File: config.mk
export PLATFORM = sky130hd
export DESIGN_NAME = sbc_mode_ctrl
export DESIGN_NICKNAME = d
export VERILOG_FILES = /design/src/rtl/sbc_mode_pkg.sv /design/src/rtl/sbc_rst_sync.sv /design/src/rtl/sbc_wake_any.sv /design/src/rtl/sbc_cmd_check.sv /design/src/rtl/sbc_fail_flag.sv /design/src/rtl/sbc_mode_ctrl.sv
export SDC_FILE = /design/constraint.sdc
export NUM_CORES = 1
export LEC_CHECK = 0
export ABC_CLOCK_PERIOD_IN_PS = 1100
export CORE_AREA = 2 2 46 48
export CTS_CLUSTER_DIAMETER = 120
export DETAILED_ROUTE_END_ITERATION = 10
export DIE_AREA = 0 0 48 50
export PLACE_DENSITY = 0.8
export SETUP_SLACK_MARGIN = 0.3
export SYNTH_ARGS = -nofsm -noshare
export SYNTH_HDL_FRONTEND = slang
export SYNTH_SLANG_ARGS = --single-unit
File: constraint.sdc
create_clock -name clk -period 1.1 [get_ports clk]
set_input_delay 0.22 -clock clk [delete_from_list [all_inputs] [get_ports clk]]
set_output_delay 0.22 -clock clk [all_outputs]
set_load 0.05 [all_outputs]
File: src/rtl/sbc_mode_pkg.sv
package sbc_mode_pkg;

  typedef enum logic [2:0] {
    M_INIT    = 3'd0,
    M_NORMAL  = 3'd1,
    M_STOP    = 3'd2,
    M_SLEEP   = 3'd3,
    M_RESTART = 3'd4
  } mode_e;

  localparam logic [2:0] K_MODE    = 3'd0;
  localparam logic [2:0] K_WD_TRIG = 3'd1;
  localparam logic [2:0] K_WD_CFG  = 3'd2;
  localparam logic [2:0] K_SW_RST  = 3'd3;
  localparam logic [2:0] K_READ    = 3'd4;

  localparam logic [1:0] T_NORMAL  = 2'd0;
  localparam logic [1:0] T_STOP    = 2'd1;
  localparam logic [1:0] T_SLEEP   = 2'd2;

  typedef struct packed {
    logic wd_trig;
    logic wd_cfg;
    logic buck;
    logic sw_rst;
    logic wr;
  } effect_t;

endpackage

File: src/rtl/sbc_rst_sync.sv
module sbc_rst_sync #(
  parameter int STAGES = 2
) (
  input  logic clk,
  input  logic rst_n,
  output logic rst_sync_n
);

  logic [STAGES-1:0] chain_q;

  generate
    if (STAGES == 1) begin : g_single
      always_ff @(posedge clk or negedge rst_n) begin
        if (!rst_n) chain_q <= 1'b0;
        else        chain_q <= 1'b1;
      end
    end else begin : g_multi
      always_ff @(posedge clk or negedge rst_n) begin
        if (!rst_n) chain_q <= '0;
        else        chain_q <= {chain_q[STAGES-2:0], 1'b1};
      end
    end
  endgenerate

  assign rst_sync_n = chain_q[STAGES-1];

endmodule

File: src/rtl/sbc_wake_any.sv
module sbc_wake_any #(
  parameter int BUS_W = 8,
  parameter int PIN_W = 8
) (
  input  logic [BUS_W-1:0] bus_en,
  input  logic [PIN_W-1:0] pin_en,
  output logic             any_en
);

  assign any_en = (|bus_en) | (|pin_en);

endmodule

File: src/rtl/sbc_cmd_check.sv
module sbc_cmd_check
  import sbc_mode_pkg::*;
(
  input  mode_e       cur_mode,
  input  logic        cmd_valid,
  input  logic [2:0]  cmd_kind,
  input  logic [1:0]  cmd_target,
  input  logic        wake_any,
  input  logic        wake_evt,
  input  logic        restart_done,
  output mode_e       nxt_mode,
  output logic        fail_set,
  output effect_t     effect
);

  logic in_stop;
  assign in_stop = (cur_mode == M_STOP);

  always_comb begin
    nxt_mode = cur_mode;
    fail_set = 1'b0;
    effect   = '0;
    case (cur_mode)
      M_SLEEP: begin
        if (wake_evt) nxt_mode = M_RESTART;
      end
      M_RESTART: begin
        if (restart_done) nxt_mode = M_NORMAL;
      end
      default: begin
        if (cmd_valid) begin
          case (cmd_kind)
            K_MODE: begin
              case (cmd_target)
                T_NORMAL: nxt_mode = M_NORMAL;
                T_STOP: begin
                  if (cur_mode == M_INIT) begin
                    nxt_mode = M_NORMAL;
                    fail_set = 1'b1;
                  end else begin
                    nxt_mode    = M_STOP;
                    effect.buck = in_stop;
                  end
                end
                T_SLEEP: begin
                  if (cur_mode == M_INIT) begin
                    nxt_mode = M_NORMAL;
                    fail_set = 1'b1;
                  end else if (in_stop || !wake_any) begin
                    nxt_mode = M_RESTART;
                    fail_set = 1'b1;
                  end else begin
                    nxt_mode = M_SLEEP;
                  end
                end
                default: fail_set = 1'b1;
              endcase
            end
            K_WD_TRIG: effect.wd_trig = 1'b1;
            K_WD_CFG: begin
              if (in_stop) fail_set      = 1'b1;
              else         effect.wd_cfg = 1'b1;
            end
            K_SW_RST: begin
              nxt_mode      = M_RESTART;
              effect.sw_rst = 1'b1;
            end
            K_READ: ;
            default: begin
              if (in_stop) fail_set  = 1'b1;
              else         effect.wr = 1'b1;
            end
          endcase
        end
      end
    endcase
  end

endmodule

File: src/rtl/sbc_fail_flag.sv
module sbc_fail_flag (
  input  logic clk,
  input  logic rst_n,
  input  logic set_i,
  input  logic clr_i,
  output logic flag_o,
  output logic pulse_o
);

  logic flag_d;
  logic flag_en;

  always_comb begin
    flag_en = set_i | clr_i;
    flag_d  = set_i | (flag_o & ~clr_i);
  end

  always_ff @(posedge clk or negedge rst_n) begin
    if (!rst_n) begin
      flag_o  <= 1'b0;
      pulse_o <= 1'b0;
    end else begin
      if (flag_en) flag_o <= flag_d;
      pulse_o <= set_i;
    end
  end

endmodule

File: src/rtl/sbc_mode_ctrl.sv
module sbc_mode_ctrl
  import sbc_mode_pkg::*;
#(
  parameter int BUS_WAKE_W  = 8,
  parameter int PIN_WAKE_W  = 8,
  parameter int SYNC_STAGES = 2
) (
  input  logic                  clk,
  input  logic                  rst_n,
  input  logic                  cmd_valid,
  input  logic [2:0]            cmd_kind,
  input  logic [1:0]            cmd_target,
  input  logic                  fail_clr,
  input  logic [BUS_WAKE_W-1:0] bus_wake_en,
  input  logic [PIN_WAKE_W-1:0] pin_wake_en,
  input  logic                  wake_evt,
  input  logic                  restart_done,
  output logic [2:0]            mode_o,
  output logic                  fail_o,
  output logic                  reject_o,
  output logic                  wd_trig_o,
  output logic                  wd_cfg_we_o,
  output logic                  buck_pwm_o,
  output logic                  sw_rst_o,
  output logic                  wr_ok_o
);

  localparam int EFFECT_W = $bits(effect_t);

  logic    rst_sync_n;
  logic    wake_any;
  mode_e   mode_q;
  mode_e   mode_d;
  logic    mode_en;
  logic    fail_set;
  effect_t effect_d;
  effect_t effect_q;

  sbc_rst_sync #(.STAGES(SYNC_STAGES)) u_rst_sync (
    .clk        (clk),
    .rst_n      (rst_n),
    .rst_sync_n (rst_sync_n)
  );

  sbc_wake_any #(.BUS_W(BUS_WAKE_W), .PIN_W(PIN_WAKE_W)) u_wake_any (
    .bus_en (bus_wake_en),
    .pin_en (pin_wake_en),
    .any_en (wake_any)
  );

  sbc_cmd_check u_check (
    .cur_mode     (mode_q),
    .cmd_valid    (cmd_valid),
    .cmd_kind     (cmd_kind),
    .cmd_target   (cmd_target),
    .wake_any     (wake_any),
    .wake_evt     (wake_evt),
    .restart_done (restart_done),
    .nxt_mode     (mode_d),
    .fail_set     (fail_set),
    .effect       (effect_d)
  );

  sbc_fail_flag u_fail (
    .clk     (clk),
    .rst_n   (rst_sync_n),
    .set_i   (fail_set),
    .clr_i   (fail_clr),
    .flag_o  (fail_o),
    .pulse_o (reject_o)
  );

  assign mode_en = (mode_d != mode_q);

  always_ff @(posedge clk or negedge rst_sync_n) begin
    if (!rst_sync_n) begin
      mode_q   <= M_INIT;
      effect_q <= effect_t'({EFFECT_W{1'b0}});
    end else begin
      if (mode_en) mode_q <= mode_d;
      effect_q <= effect_d;
    end
  end

  assign mode_o      = mode_q;
  assign wd_trig_o   = effect_q.wd_trig;
  assign wd_cfg_we_o = effect_q.wd_cfg;
  assign buck_pwm_o  = effect_q.buck;
  assign sw_rst_o    = effect_q.sw_rst;
  assign wr_ok_o     = effect_q.wr;

endmodule

==> results_dict.tcl, run 1 <==
set metrics [dict create \
    endpoint_kind "flip-flop" \
    post_synth.cell_area_avg_um2 9.15 \
    cp_num_buf_inv 0 \
    area_delta_synth_final_pct 120 \
    viasPerCell 6.34 \
    clock_sinks 12 \
    setup_violations 13 \
    row_count 16 \
    post_drt_wl_per_cell_um 22.2 \
    crit_slowest_cell "or4b_4" \
    crit_chain "or4b_4 -> a2111oi_4 -> o21ai_1 -> a21oi_1" \
    cts_tree "done" \
    place_ws_ns -0.784 \
    cp_top_family "compound AO/OA/AOI/OAI gates" \
    cp_slowest_stage_delay_ns 0.56 \
    ys.flop_type "dfrtp_1" \
    clockBufferDepth 2 \
    p_leak_nw 0.696 \
    grt_pass1_vias 1062 \
    fin_cells 176 \
    timing.final.ws_setup_ns -0.723 \
    final_core_util_pct 88.0 \
    synth_edf_count 0 \
    hold_viol_final 0 \
    synth_top_area_share_pct 39.5 \
    dp_hpwl_um 2030 \
    path_max_fanout 2 \
    hold_path.class "in2async" \
    design.core.area_mm2 0.00190 \
    ys_seq_elements 12 \
    synthArstFlopShare_pct 100 \
    max_freq_ghz 0.548 \
    gr-total-overflow 0 \
    rsz0062_at_grt "yes" \
    syn-instance-count 83 \
    htree_num_levels 1 \
    dieArea_mm2 0.00240 \
    cap_viol_max_count 0 \
    startpoint_type "flip-flop" \
    grt_use_total_pct 28.3 \
    nNetsFinal 177 \
    cts_inserted_buffers 3 \
    vias 1116 \
    timing.hold.ws_ns 0.111 \
    pwr_density_cell_mw_per_mm2 1920 \
    fin_skew_ns 0.0153 \
    dr.pass1.iters 4 \
    drv_slew 0 \
    drt_wl_total_um 3910 \
    antenna_found_initial 0 \
    drive_above_1_share_pct 51.0 \
    synth_area_leaders "dfrtp_1 40%, nand2_1 4.9%, a2111oi_4 3.6%" \
    crit_arrival_ns 2.02 \
    ant_nets 0 \
    fin_crit_sh_pct 166 \
    critPathRequiredTime_ns 1.30 \
    violations "negative setup slack" \
    min_period_ns 1.82 \
    status "complete, but fails checks" \
    num_io_pins 37 \
    grt_max_degree 11 \
    cts_root_buffer "clkbuf_4" \
    n_antenna_cell 0 \
    grt_pass1_wl_um 4930 \
    critPathKind "reg2reg" \
    fp.dieH_um 50 \
    clock_latency_ns 0.28 \
    portBuffers 36 \
    yosys_warnings 0 \
    ys_seq_area_share_pct 39.5 \
    gp_congestion 0.947 \
    initial_utilization_pct 39.9 \
    drtIter0Drc 88 \
    syn-num-nets 110 \
    syn-cell-area_um2 759 \
    drc 0 \
    netlist-cell-type-count 39 \
    clk_pin_slew_worst_paths_ns 0.10 \
    placed_cells 163 \
    ir_drop_mv 2.15 \
    die_width_um 48 \
    synth_top_cell_by_area "dfrtp_1" \
]
-- routing by layer --
layer / part of all wire [%] / GRT usage (%) / vias up / wire [um]
met5: 0 / 0 / - / 0
met4: 7.5 / 11.7 / 0 / 292
met3: 12 / 5.49 / 39 / 450
met2: 46 / 46.0 / 124 / 1790
met1: 35 / 34.7 / 511 / 1370
li1: - / - / 442 / -
-- where the power goes --
part	leakage (nW)	internal, mW	total [mW]	switching, mW
Combinational	0.537	1.15	2.32	1.17
Clock	0.0150	0.140	0.308	0.167
Sequential	0.144	0.521	0.584	0.0626
-- placed cells by master (no fill, tap or decap), types with 2 or more instances in the layout --
cell type and count:
clkbuf_4 3, nor2_1 3, dlygate4sd2_1 2, or3b_4 2
nor4_1 4, buf_4 22, o21bai_1 3, nand2_1 7
o21ai_1 2, clkdlybuf4s50_1 23, buf_8 3, nand2b_1 2
buf_12 10, inv_1 4, dfrtp_1 3, nand2_2 3
nor3_4 2, buf_6 5, dfrtp_2 9, or2b_1 2
-- path summary, 6_finish.rpt --
path	end	slack, ns	startpoint	cells after the start
max	u_fail.pulse_o$_DFF_PN0_	-0.72	mode_o[2]$_DFFE_PN0P_	4
min	u_rst_sync.chain_q[0]$_DFF_PN0_	0.11	rst_n	1
max reg2reg	u_fail.pulse_o$_DFF_PN0_	-0.72	mode_o[2]$_DFFE_PN0P_	4
min reg2reg	u_fail.pulse_o$_DFF_PN0_	0.16	u_rst_sync.chain_q[1]$_DFF_PN0_	0
max in group asynchronous	sw_rst_o$_DFF_PN0_	0.61	u_rst_sync.chain_q[1]$_DFF_PN0_	0
min in group clk	u_rst_sync.chain_q[1]$_DFF_PN0_	0.37	u_rst_sync.chain_q[0]$_DFF_PN0_	0
-- what timing repair did --
item,in CTS,in global routing
endpoints found under the setup margin,20,20
pin swaps,8,2
hold buffers,0,0
setup buffers,6,3
resized for setup,34,8
-- sequential cells by signal, summed over array words and instances (netlist names) --
name                flops
u_fail.pulse_o          1
wd_trig_o               1
mode_o                  3
u_fail.flag_o           1
wr_ok_o                 1
sw_rst_o                1
buck_pwm_o              1
u_rst_sync.chain_q      2
wd_cfg_we_o             1
-- cell type report --
class / count / area (um^2)
clock buffer: 4 / 26.3
fill: 85 / 229
inverter: 4 / 15.0
multi-input combinational: 63 / 559
sequential: 12 / 312
tap: 27 / 33.8
timing repair buffer: 66 / 727
-- cell families (layout without fill, tap and decap cells) --
| family | count (synthesis) | after routing | synth area share (%) |
|---|---|---|---|
| flops | 12 | 12 | 39.5 |
| compound gates | 25 | 25 | 26.7 |
| xor+xnor | 1 | 1 | 1.15 |
| other cells | 1 | 1 | 0.494 |
| buf+inv | 8 | 74 | 4.94 |
| simple gates | 36 | 36 | 27.2 |
-- metrics by stage --
| step | setup TNS, ns | cell area [um^2] | power, mW |
|---|---|---|---|
| finish | -5.58 | 1670 | 3.21 |
| global route | -6.17 | 1670 | 3.31 |
| CTS | -4.25 | 1620 | 2.86 |
| detailed placement | -5.44 | 1410 | 2.12 |
| global placement | -4.87 | 1410 | 2.06 |
| floorplan | -4.02 | 801 | 1.45 |
-- synthesized netlist by cell type (2+ instances only) --
master     n
nand2_1   10
o21ai_0    2
nor4_1     4
o22ai_1    2
nor2b_1    2
nand2b_1   3
nor2_1     4
a21oi_1    2
clkbuf_1   3
nor3_1     4
o31ai_1    2
inv_1      4
dfrtp_1   12
o21bai_1   3
or2b_1     2
(Power assumes the default switching activity.)
==> run 2, diff against run 1 <==
ABC_CLOCK_PERIOD_IN_PS = 1600   (was 1100)
CORE_AREA = 2 2 50 52   (was 2 2 46 48)
CTS_CLUSTER_SIZE = 24   (was not set)
DIE_AREA = 0 0 52 54   (was 0 0 48 50)
PLACE_DENSITY = 0.71   (was 0.8)
clock period = 1.6 ns   (was 1.1 ns; I/O delays follow)
==> results_dict.tcl, run 2 (same netlist as run 1, synthesis figures left out) <==
set metrics [dict create \
    crit_path_end "u_fail.pulse_o$_DFF_PN0_" \
    initial_utilization_pct 32.7 \
    clock_latency_ns 0.27 \
    gr-total-overflow 0 \
    place_ws_ns -0.371 \
    vias 906 \
    largest_register_ffs 3 \
    drc 0 \
    htree_num_levels 1 \
    cts_root_buffer "clkbuf_4" \
    r2r_end "u_fail.pulse_o$_DFF_PN0_" \
    cts_tree "done" \
    area_delta_synth_final_pct 103 \
    n_antenna_cell 0 \
    die_width_um 52 \
    timing.hold.ws_ns 0.173 \
    final_area_mm2 0.00154 \
    power_mw 2.03 \
    setup_violations 2 \
    post_drt_wl_per_cell_um 15.7 \
    grt_max_degree 16 \
    final_core_util_pct 66.6 \
    max_freq_ghz 0.610 \
    hold_path.class "reg2async" \
    gp_congestion 0.882 \
    p_leak_nw 0.658 \
    fp.dieH_um 54 \
    reg2reg_slack_ns -0.04 \
    clock_sinks 12 \
    portBuffers 36 \
    path_max_fanout 2 \
    hold_buffers 0 \
    critPathRequiredTime_ns 1.79 \
    cp_top_family "compound AO/OA/AOI/OAI gates" \
    design.core.area_mm2 0.00232 \
    antenna_found_initial 0 \
    crit_chain "or4b_4 -> a2111oi_4 -> o21ai_1 -> a21oi_1" \
    ant_nets 0 \
    grt_pass1_vias 851 \
    num_io_pins 37 \
    clockBufferDepth 2 \
    viasPerCell 5.33 \
    final_common_cell "buf_4" \
    clk_pin_slew_worst_paths_ns 0.08 \
    rr_startpoint "mode_o[1]$_DFFE_PN0P_" \
    drtIter0Drc 22 \
    rsz0062_at_grt "yes" \
    grt_pass1_wl_um 3660 \
    layout_common_cells "21 x buf_4, 14 x dlygate4sd2_1, 12 x clkdlybuf4s50_1" \
    crit_arrival_ns 1.83 \
    critPathKind "reg2reg" \
    ff2ff_path_depth 4 \
    cp_slowest_stage_delay_ns 0.55 \
    endpoint_kind "flip-flop" \
    pwr_density_cell_mw_per_mm2 1310 \
    status "complete, but fails checks" \
    grt_use_total_pct 17.5 \
    dp_hpwl_um 1840 \
    dpl_cell_area_mm2 0.00129 \
    drive_above_1_share_pct 43.6 \
    row_count 18 \
    drt_wl_total_um 2670 \
    cp_num_buf_inv 0 \
    fin_skew_ns 0.00409 \
    cap_viol_max_count 0 \
    cts_inserted_buffers 3 \
    violations "negative setup slack" \
    startpoint_type "flip-flop" \
    hold_viol_final 0 \
    drv_slew 0 \
    dr.pass1.iters 4 \
    min_period_ns 1.64 \
    dieArea_mm2 0.00281 \
    crit_cells 4 \
    ir_drop_mv 0.856 \
    crit_slowest_cell "or4b_4" \
    fin_crit_sh_pct 102 \
    nNetsFinal 168 \
    crit_start "mode_o[1]$_DFFE_PN0P_" \
    timing.final.ws_setup_ns -0.0390 \
]
==> run 2: changes by cell type in the layout (fill, tap and decap cells not counted), sizes merged <==
cell / before / now
buf: 40 / 30
clkbuf: 4 / 5
clkdlybuf4s50: 23 / 12
dlygate4sd2: 2 / 14
dlymetal6s2s: 1 / 0
==> run 2: worst reg2reg max path, cell delays in order (launching register included) <==
cell and delay, ns:
dfrtp_2 0.41, or4b_4 0.55, a2111oi_4 0.31, o21ai_1 0.11, a21oi_1 0.17
==> run 2: how the worst min path moves through the flow <==
stage	cells after the start	from	to
final	0	u_rst_sync.chain_q[1]$_DFF_PN0_	buck_pwm_o$_DFF_PN0_
after global routing	1	rst_n	u_rst_sync.chain_q[1]$_DFF_PN0_
after CTS	0	u_rst_sync.chain_q[1]$_DFF_PN0_	wr_ok_o$_DFF_PN0_
after detailed placement	0	u_rst_sync.chain_q[1]$_DFF_PN0_	u_fail.flag_o$_DFFE_PN0P_
after global placement	0	u_rst_sync.chain_q[1]$_DFF_PN0_	wd_trig_o$_DFF_PN0_
after floorplan	0	rst_n	u_rst_sync.chain_q[0]$_DFF_PN0_
==> run 2: per-stage QoR <==
step	setup TNS, ns	instances
finish	-0.0542	170
global route	-0.173	170
CTS	-0.0972	166
detailed placement	-1.77	160
global placement	-1.66	160
floorplan	-0.362	83
==> run 2: final cells by class <==
cell class	instances	area [um^2]
inverter	4	15.0
fill	182	776
tap	30	37.5
multi-input combinational	63	581
clock buffer	4	36.3
timing repair buffer	57	571
sequential	12	304
==> run 2: repair_timing <==
| action | in CTS | in global routing |
|---|---|---|
| endpoints found under the setup margin | 13 | 13 |
| setup buffers | 2 | 3 |
| pin swaps | 16 | 7 |
| resized for setup | 36 | 17 |
| gates cloned | 0 | 1 |
==> run 2: where the power goes <==
part	switching (mW)	internal [mW]
registers	0.0343	0.356
clock network	0.105	0.138
logic	0.708	0.685
==> run 2: metal layers <==
metal	share of wire [%]	global-route usage, %
met4	1.3	5.70
met1	39	19.2
met5	0	0
met3	5.4	1.67
met2	54	34.8
